<file path="config.mk">
export PLATFORM = sky130hd
export DESIGN_NAME = axil_apb_bridge
export DESIGN_NICKNAME = d
export VERILOG_FILES = /design/src/rtl/bridge_pkg.sv /design/src/rtl/bridge_arb.sv /design/src/rtl/bridge_proto_mon.sv /design/src/rtl/bridge_watchdog.sv /design/src/rtl/axil_apb_bridge.sv
export SDC_FILE = /design/constraint.sdc
export NUM_CORES = 1
export LEC_CHECK = 0
export CAP_MARGIN = 20
export CELL_PAD_IN_SITES_DETAIL_PLACEMENT = 1
export CELL_PAD_IN_SITES_GLOBAL_PLACEMENT = 1
export CORE_ASPECT_RATIO = 0.7
export CORE_MARGIN = 4
export CORE_UTILIZATION = 25
export CTS_BUF_LIST = sky130_fd_sc_hd__clkbuf_2
export CTS_CLUSTER_SIZE = 12
export DETAILED_ROUTE_END_ITERATION = 12
export DONT_BUFFER_PORTS = 1
export MAX_ROUTING_LAYER = met4
export PLACE_DENSITY = 0.48
export SYNTH_ARGS = -nofsm -noshare
export SYNTH_HDL_FRONTEND = slang
export SYNTH_SLANG_ARGS = --single-unit
export TNS_END_PERCENT = 1
</file>
<file path="constraint.sdc">
create_clock -name clk -period 2.4 [get_ports clk]
set_input_delay 0.48 -clock clk [delete_from_list [all_inputs] [get_ports clk]]
set_output_delay 0.48 -clock clk [all_outputs]
set_load 0.005 [all_outputs]
</file>
<file path="src/rtl/bridge_pkg.sv">
// Shared types for the AXI4-Lite to APB bridge.
// Assumes: a single clock domain; the encodings here are used by every module.
package bridge_pkg;
    typedef enum logic [2:0] {
        ST_IDLE,
        ST_SETUP,
        ST_ACCESS,
        ST_RESP,
        ST_HALT
    } br_state_e;

    localparam logic [1:0] RESP_OKAY   = 2'b00;
    localparam logic [1:0] RESP_SLVERR = 2'b10;
endpackage

</file>
<file path="src/rtl/bridge_arb.sv">
// Picks which pending AXI request enters the APB sequencer.
// A write needs both AW and W valid; it beats a read in the same cycle.
// Assumes: enable is high only while the sequencer is idle.
module bridge_arb (
    input  logic enable,
    input  logic aw_valid,
    input  logic w_valid,
    input  logic ar_valid,
    output logic grant_wr,
    output logic grant_rd
);
    logic wr_ready_pair;

    // Write-first grant decision
    always_comb begin
        wr_ready_pair = aw_valid && w_valid;
        grant_wr      = enable && wr_ready_pair;
        grant_rd      = enable && ar_valid && !wr_ready_pair;
    end
endmodule

</file>
<file path="src/rtl/bridge_proto_mon.sv">
// Flags a valid that is withdrawn before its handshake completes.
// Watches NCH channels; viol pulses in the cycle the drop is seen.
// Assumes: valid and ready are sampled on the same clock as the bridge.
module bridge_proto_mon #(
    parameter int NCH = 3
) (
    input  logic           clk,
    input  logic           rst_n,
    input  logic [NCH-1:0] valid,
    input  logic [NCH-1:0] ready,
    output logic           viol
);
    logic [NCH-1:0] drop;

    generate
        for (genvar i = 0; i < NCH; i++) begin : g_ch
            logic waiting_q;

            // Remember that this channel was offered but not taken
            always_ff @(posedge clk) begin
                if (!rst_n) waiting_q <= 1'b0;
                else        waiting_q <= valid[i] && !ready[i];
            end

            assign drop[i] = waiting_q && !valid[i];
        end
    endgenerate

    assign viol = |drop;


    drop_cause_chk: assert property (@(posedge clk) disable iff (!rst_n)
        viol |-> $past(|(valid & ~ready)));
endmodule

</file>
<file path="src/rtl/bridge_watchdog.sv">
// Counts access-phase cycles that pass without PREADY.
// expire is high in the last allowed cycle; the sequencer then drops the transfer.
// Assumes: run falls as soon as the access phase ends.
module bridge_watchdog #(
    parameter int LIMIT = 256
) (
    input  logic clk,
    input  logic rst_n,
    input  logic run,
    output logic expire
);
    localparam int CW = $clog2(LIMIT + 1);

    logic [CW-1:0] cnt_q;

    assign expire = run && (cnt_q == CW'(LIMIT - 1));

    // Advance while waiting, restart whenever the wait ends
    always_ff @(posedge clk) begin
        if (!rst_n || !run || expire) cnt_q <= '0;
        else                          cnt_q <= cnt_q + 1'b1;
    end


    wd_bound_chk: assert property (@(posedge clk) disable iff (!rst_n)
        cnt_q <= CW'(LIMIT - 1));
endmodule

</file>
<file path="src/rtl/axil_apb_bridge.sv">
// AXI4-Lite subordinate to APB3 manager bridge, one transfer at a time.
// Converts each accepted read or write into an APB setup + access sequence,
// bounds the access phase with a watchdog, and latches a sticky error on
// timeout or on an AXI handshake violation. A timeout halts the bridge
// until reset. Assumes: AXI and APB share clk; rst_n is synchronous.
module axil_apb_bridge
    import bridge_pkg::*;
#(
    parameter int ADDR_W         = 12,
    parameter int DATA_W         = 32,
    parameter int TIMEOUT_CYCLES = 256
) (
    input  logic                clk,
    input  logic                rst_n,
    input  logic [ADDR_W-1:0]   awaddr,
    input  logic                awvalid,
    output logic                awready,
    input  logic [DATA_W-1:0]   wdata,
    input  logic [DATA_W/8-1:0] wstrb,
    input  logic                wvalid,
    output logic                wready,
    output logic [1:0]          bresp,
    output logic                bvalid,
    input  logic                bready,
    input  logic [ADDR_W-1:0]   araddr,
    input  logic                arvalid,
    output logic                arready,
    output logic [DATA_W-1:0]   rdata,
    output logic [1:0]          rresp,
    output logic                rvalid,
    input  logic                rready,
    output logic [ADDR_W-1:0]   paddr,
    output logic                psel,
    output logic                penable,
    output logic                pwrite,
    output logic [DATA_W-1:0]   pwdata,
    output logic [DATA_W/8-1:0] pstrb,
    input  logic [DATA_W-1:0]   prdata,
    input  logic                pready,
    input  logic                pslverr,
    output logic                bus_err
);
    localparam int STRB_W = DATA_W / 8;

    br_state_e           state_q, state_d;
    logic                grant_wr, grant_rd;
    logic                wd_run, wd_expire, viol;
    logic                err_q, timed_q;
    logic                is_wr_q;
    logic [ADDR_W-1:0]   addr_q;
    logic [DATA_W-1:0]   wdata_q, rdata_q;
    logic [STRB_W-1:0]   strb_q;
    logic [1:0]          resp_q;
    logic                resp_taken;

    bridge_arb i_arb (
        .enable   (state_q == ST_IDLE),
        .aw_valid (awvalid),
        .w_valid  (wvalid),
        .ar_valid (arvalid),
        .grant_wr (grant_wr),
        .grant_rd (grant_rd)
    );

    assign wd_run = (state_q == ST_ACCESS) && !pready;

    bridge_watchdog #(.LIMIT(TIMEOUT_CYCLES)) i_wd (
        .clk    (clk),
        .rst_n  (rst_n),
        .run    (wd_run),
        .expire (wd_expire)
    );

    bridge_proto_mon #(.NCH(3)) i_mon (
        .clk   (clk),
        .rst_n (rst_n),
        .valid ({awvalid, wvalid, arvalid}),
        .ready ({awready, wready, arready}),
        .viol  (viol)
    );

    assign resp_taken = is_wr_q ? bready : rready;

    // Sequencer next-state selection
    always_comb begin
        state_d = state_q;
        unique case (state_q)
            ST_IDLE:   if (grant_wr || grant_rd) state_d = ST_SETUP;
            ST_SETUP:  state_d = ST_ACCESS;
            ST_ACCESS: if (pready || wd_expire) state_d = ST_RESP;
            ST_RESP:   if (resp_taken) state_d = timed_q ? ST_HALT : ST_IDLE;
            ST_HALT:   state_d = ST_HALT;
            default:   state_d = ST_IDLE;
        endcase
    end

    // State register
    always_ff @(posedge clk) begin
        if (!rst_n) state_q <= ST_IDLE;
        else        state_q <= state_d;
    end

    // Capture the granted request for the APB side
    always_ff @(posedge clk) begin
        if (!rst_n) begin
            addr_q  <= '0;
            wdata_q <= '0;
            strb_q  <= '0;
            is_wr_q <= 1'b0;
        end else if (grant_wr) begin
            addr_q  <= awaddr;
            wdata_q <= wdata;
            strb_q  <= wstrb;
            is_wr_q <= 1'b1;
        end else if (grant_rd) begin
            addr_q  <= araddr;
            strb_q  <= '0;
            is_wr_q <= 1'b0;
        end
    end

    // Record the outcome of the access phase
    always_ff @(posedge clk) begin
        if (!rst_n) begin
            resp_q  <= RESP_OKAY;
            rdata_q <= '0;
        end else if (state_q == ST_ACCESS) begin
            if (pready) begin
                resp_q  <= pslverr ? RESP_SLVERR : RESP_OKAY;
                rdata_q <= is_wr_q ? '0 : prdata;
            end else if (wd_expire) begin
                resp_q  <= RESP_SLVERR;
                rdata_q <= '0;
            end
        end
    end

    // Sticky error and halt flags
    always_ff @(posedge clk) begin
        if (!rst_n) begin
            err_q   <= 1'b0;
            timed_q <= 1'b0;
        end else begin
            err_q   <= err_q || viol || wd_expire;
            timed_q <= timed_q || wd_expire;
        end
    end

    assign awready = grant_wr;
    assign wready  = grant_wr;
    assign arready = grant_rd;
    assign psel    = (state_q == ST_SETUP) || (state_q == ST_ACCESS);
    assign penable = (state_q == ST_ACCESS);
    assign pwrite  = is_wr_q;
    assign paddr   = addr_q;
    assign pwdata  = wdata_q;
    assign pstrb   = strb_q;
    assign bvalid  = (state_q == ST_RESP) && is_wr_q;
    assign rvalid  = (state_q == ST_RESP) && !is_wr_q;
    assign bresp   = resp_q;
    assign rresp   = resp_q;
    assign rdata   = rdata_q;
    assign bus_err = err_q;


    setup_access_chk: assert property (@(posedge clk) disable iff (!rst_n)
        psel && !penable |=> psel && penable);


    apb_hold_chk: assert property (@(posedge clk) disable iff (!rst_n)
        psel && penable && !pready && !wd_expire |=>
            psel && $stable(paddr) && $stable(pwrite) && $stable(pwdata));


    b_hold_chk: assert property (@(posedge clk) disable iff (!rst_n)
        bvalid && !bready |=> bvalid && $stable(bresp));


    r_hold_chk: assert property (@(posedge clk) disable iff (!rst_n)
        rvalid && !rready |=> rvalid && $stable(rresp) && $stable(rdata));


    single_xfer_chk: assert property (@(posedge clk) disable iff (!rst_n)
        (bvalid || rvalid) |-> !(psel || awready || arready));


    write_first_chk: assert property (@(posedge clk) disable iff (!rst_n)
        arready |-> !(awvalid && wvalid));


    timeout_drop_chk: assert property (@(posedge clk) disable iff (!rst_n)
        wd_expire |=> !psel && (bvalid || rvalid) && bus_err);


    err_sticky_chk: assert property (@(posedge clk) disable iff (!rst_n)
        bus_err |=> bus_err);


    halt_quiet_chk: assert property (@(posedge clk) disable iff (!rst_n)
        (state_q == ST_HALT) |-> !(awready || wready || arready || psel));
endmodule

</file>
==> summary.md <==
| Metric | Value |
|---|---|
| Initial antenna violation count | 1 |
| Endpoint type of the worst setup path | output port |
| Clk buf depth | 2 |
| VDD IR-drop max | 0.2005 mV |
| Clock sink count | 99 |
| Number of H-tree levels | 3 |
| Detailed Routing Iterations Pass 1 | 4 |
| Cells traversed along the worst timing path | nor3_2, buf_4, nand3_4, clkinv_16 |
| Num CTS Buffers | 9 |
| GRT Residual Overflow | 0 |
| Unique cell type count in the Yosys netlist | 49 |
| Placed cell area | 4325 um^2 |
| Data required time of the critical path | 1920 ps |
| Cell types with the largest area share after synthesis | sky130_fd_sc_hd__dfxtp_1, sky130_fd_sc_hd__nand2_1, sky130_fd_sc_hd__mux2i_1 |
| Post-route DRC | 0 |
| Number of register bits inferred by synthesis | 99 |
| Count of mapped cells out of synthesis | 460 |
| Adder and majority gate portion of the synthesized area | 0.005919 |
| Cell total after placement | 651 |
| Fraction of synthesized cell area in xor and xnor cells | 0.008286 |
| # setup viols final | 0 |
| Area of the core | 16440 um^2 |
| Die height | 116.8 um |
| Portion of synthesized cell area occupied by the leading cell type | 0.4688 |
| Post-synthesis compound-gate area fraction | 0.1136 |
| Clock Pin Slew Worst Setup and Hold Paths | 250 ps |
| Overall die area | 19090 um^2 |
| Share of layout cells above drive strength 1 | 0.09231 |
| Most common library cells after synthesis | sky130_fd_sc_hd__nand2_1, sky130_fd_sc_hd__dfxtp_1, sky130_fd_sc_hd__nand4_1 |
| Top-level I/O count | 194 |
| Number of flops mapped to enable cells by yosys | 0 |
| Util after Layout | 0.3220 |
| Actual transition at the worst max-transition pin | 639.1 ps |
| Arrival time of data at the critical path endpoint | 1740 ps |
| Worst Path Max Fanout | 34 |
| Mean number of vias per cell | 4.641 |
| Wire length of the first global-routing pass | 20.27 mm |
| Fmax achieved | 0.4502 GHz |
| Share of synthesized area spent on multiplexers | 0.1148 |
| RSZ-0062 raised after global routing | yes |
| Combinational family with the most area after synthesis | simple AND/OR/NAND/NOR gates |
| Category of the critical setup timing path | flop to output port |
| Area added between synthesis and finish | 25.24% |
| Detail Route Antenna Nets | 0 |
| Average wire per standard cell | 17.26 um |
| First DRT Iteration DRCs | 200 |
| Cell class contributing the biggest share of worst-path delay | flip-flops |
| CTS Root Cell | sky130_fd_sc_hd__clkbuf_2 |
| Max-slew violations | 0 |
| Cell with the largest stage delay on the worst path | sky130_fd_sc_hd__dfxtp_4 |
| Part of the cycle the worst path needs | 0.9254 |
| Skew-Pair Late Insertion Delay | 580 ps |
| Predominant post-synthesis flop cell | sky130_fd_sc_hd__dfxtp_1 |
| Power density over the cells | 613.5 nW/um^2 |
| Non-filler cells, final | 747 |
| Number of nets in the layout | 618 |
| Post-synthesis async set-or-reset flop share | 0 |
| Final-report hold violation count | 0 |
| Number of buffers inserted by port buffering | 0 |
| Effective utilization at floorplan | 0.2571 |
| Top-count cell post-synth | sky130_fd_sc_hd__nand2_1 |
| Mapped Avg Cell Area | 9.191 um^2 |
| Yosys synthesis warning count | 0 |
| DP Wirelength | 8.344 mm |
| Proportion of synthesized chip area in sequential cells | 0.4688 |
| Buffers & Inverters on Critical Path | 2 |
| Library cell with the largest summed area after synthesis | sky130_fd_sc_hd__dfxtp_1 |
| Path category of the worst min-delay check | input port to flop |
| GR Util All Layers | 0.1370 |
| Static leakage power | 1.883 nW |
| Nature of the critical path startpoint | flop |
| Simple-gate portion of the synthesized area | 0.2190 |
| Worst clock skew | 23.62 ps |
| Cell row count | 39 |
| Peak per-stage delay on the critical path | 430 ps |
| Minimum clock period | 2221 ps |
| Post-route design area | 5295 um^2 |
| Maximum number of pins on one net before global-route repair | 120 |
| CTS tree | done |
| Die Wd | 163.4 um |
| Worst slew margin | 0.5714 |
| Wire length after detailed routing | 12.89 mm |
| Via count of the first global-routing pass | 3741 |
| Area of the mapped netlist | 4228 um^2 |
| Routability congestion estimate | 0.7574 |
| Run status | completed |
| Total number of vias | 3467 |
| Design Power | 3.249 mW |
| Max-cap viol count | 0 |
## where the power goes
group / internal [mW] / switching [mW] / total [mW] / leakage, nW
clock: 0.341 / 0.587 / 0.928 / 0.0772
combinational: 0.244 / 0.255 / 0.498 / 0.998
sequential: 1.74 / 0.0846 / 1.82 / 0.807
## sequential cells by signal, indices dropped and copies added (netlist names), 3 cells and up
| name | flops |
|---|---|
| pstrb | 4 |
| rdata | 32 |
| i_mon.g_ch.waiting_q | 3 |
| paddr | 12 |
| pwdata | 32 |
| state_q | 3 |
| i_wd.cnt_q | 9 |
## metrics by stage
stage                     hold WS [ps]  worst slack, ps  setup TNS [ps]
final                            111.5            179.0               0
after global routing             5.340           -13.57          -27.13
after CTS                        8.982            1.114               0
after detailed placement         466.6            300.1               0
after global placement           455.9            418.7               0
after floorplan                  440.4            457.6               0
## worst register-to-register path: stages, from the launching register on
cell                      delay, ps
sky130_fd_sc_hd__dfxtp_1        460
sky130_fd_sc_hd__ha_1           210
sky130_fd_sc_hd__nand3_1        160
sky130_fd_sc_hd__nor3_1         240
sky130_fd_sc_hd__ha_1           220
sky130_fd_sc_hd__or2_1          230
sky130_fd_sc_hd__and2_1         200
sky130_fd_sc_hd__buf_12         180
sky130_fd_sc_hd__o21ai_0        110
## layout by cell type (no fill, tap or decap), types with 9 or more instances in the layout
cell / instances
sky130_fd_sc_hd__clkbuf_2: 9
sky130_fd_sc_hd__dfxtp_1: 96
sky130_fd_sc_hd__dlygate4sd3_1: 76
sky130_fd_sc_hd__mux2i_1: 32
sky130_fd_sc_hd__nand2_1: 108
sky130_fd_sc_hd__nand2b_1: 12
sky130_fd_sc_hd__nand4_1: 33
sky130_fd_sc_hd__nor2_1: 10
sky130_fd_sc_hd__o21ai_0: 32
sky130_fd_sc_hd__o221a_1: 9
## worst paths after layout
kind                       from  depth (start not counted)          to  slack, ps
setup / recovery     state_q[2]                          4     awready        180
hold reg to reg       rdata[22]                          2   rdata[22]        500
hold / removal            rst_n                          2  state_q[2]        110
setup reg to reg  i_wd.cnt_q[0]                          8   rdata[23]        300
## kinds of logic after synthesis
group / after synthesis
flops: 99
mux: 44
buf+inv: 50
fa+ha+maj: 2
xor+xnor: 4
simple gates: 189
compound gates: 71
other cells: 1
## routing by layer
layer / share of wire / vias to the layer above / track usage / routed length, um
met3: 0.069 / 12 / 0.04340 / 889
met1: 0.44 / 1651 / 0.1668 / 5689
met2: 0.48 / 106 / 0.2202 / 6150
met5: 0 / - / - / 0
li1: - / 1698 / - / -
met4: 0.013 / 0 / 0.04078 / 165
## area by class of cell
| class | instances | area (um^2) |
|---|---|---|
| antenna | 2 | 5.005 |
| clock buffer | 9 | 45.04 |
| clock inverter | 7 | 92.59 |
| fill | 1893 | 11150 |
| inverter | 9 | 60.06 |
| multi-input combinational | 312 | 1966 |
| sequential | 99 | 1988 |
| tap | 225 | 281.5 |
| timing repair buffer | 84 | 857.1 |
## repair_timing
item,4_1_cts,5_1_grt
setup endpoints to repair,3,7
resized for setup,2,5
pin swaps,0,1
buffers inserted,1,0
hold endpoints to repair,88,0
hold buffers,77,0
Power figures use the tool's default switching activity.
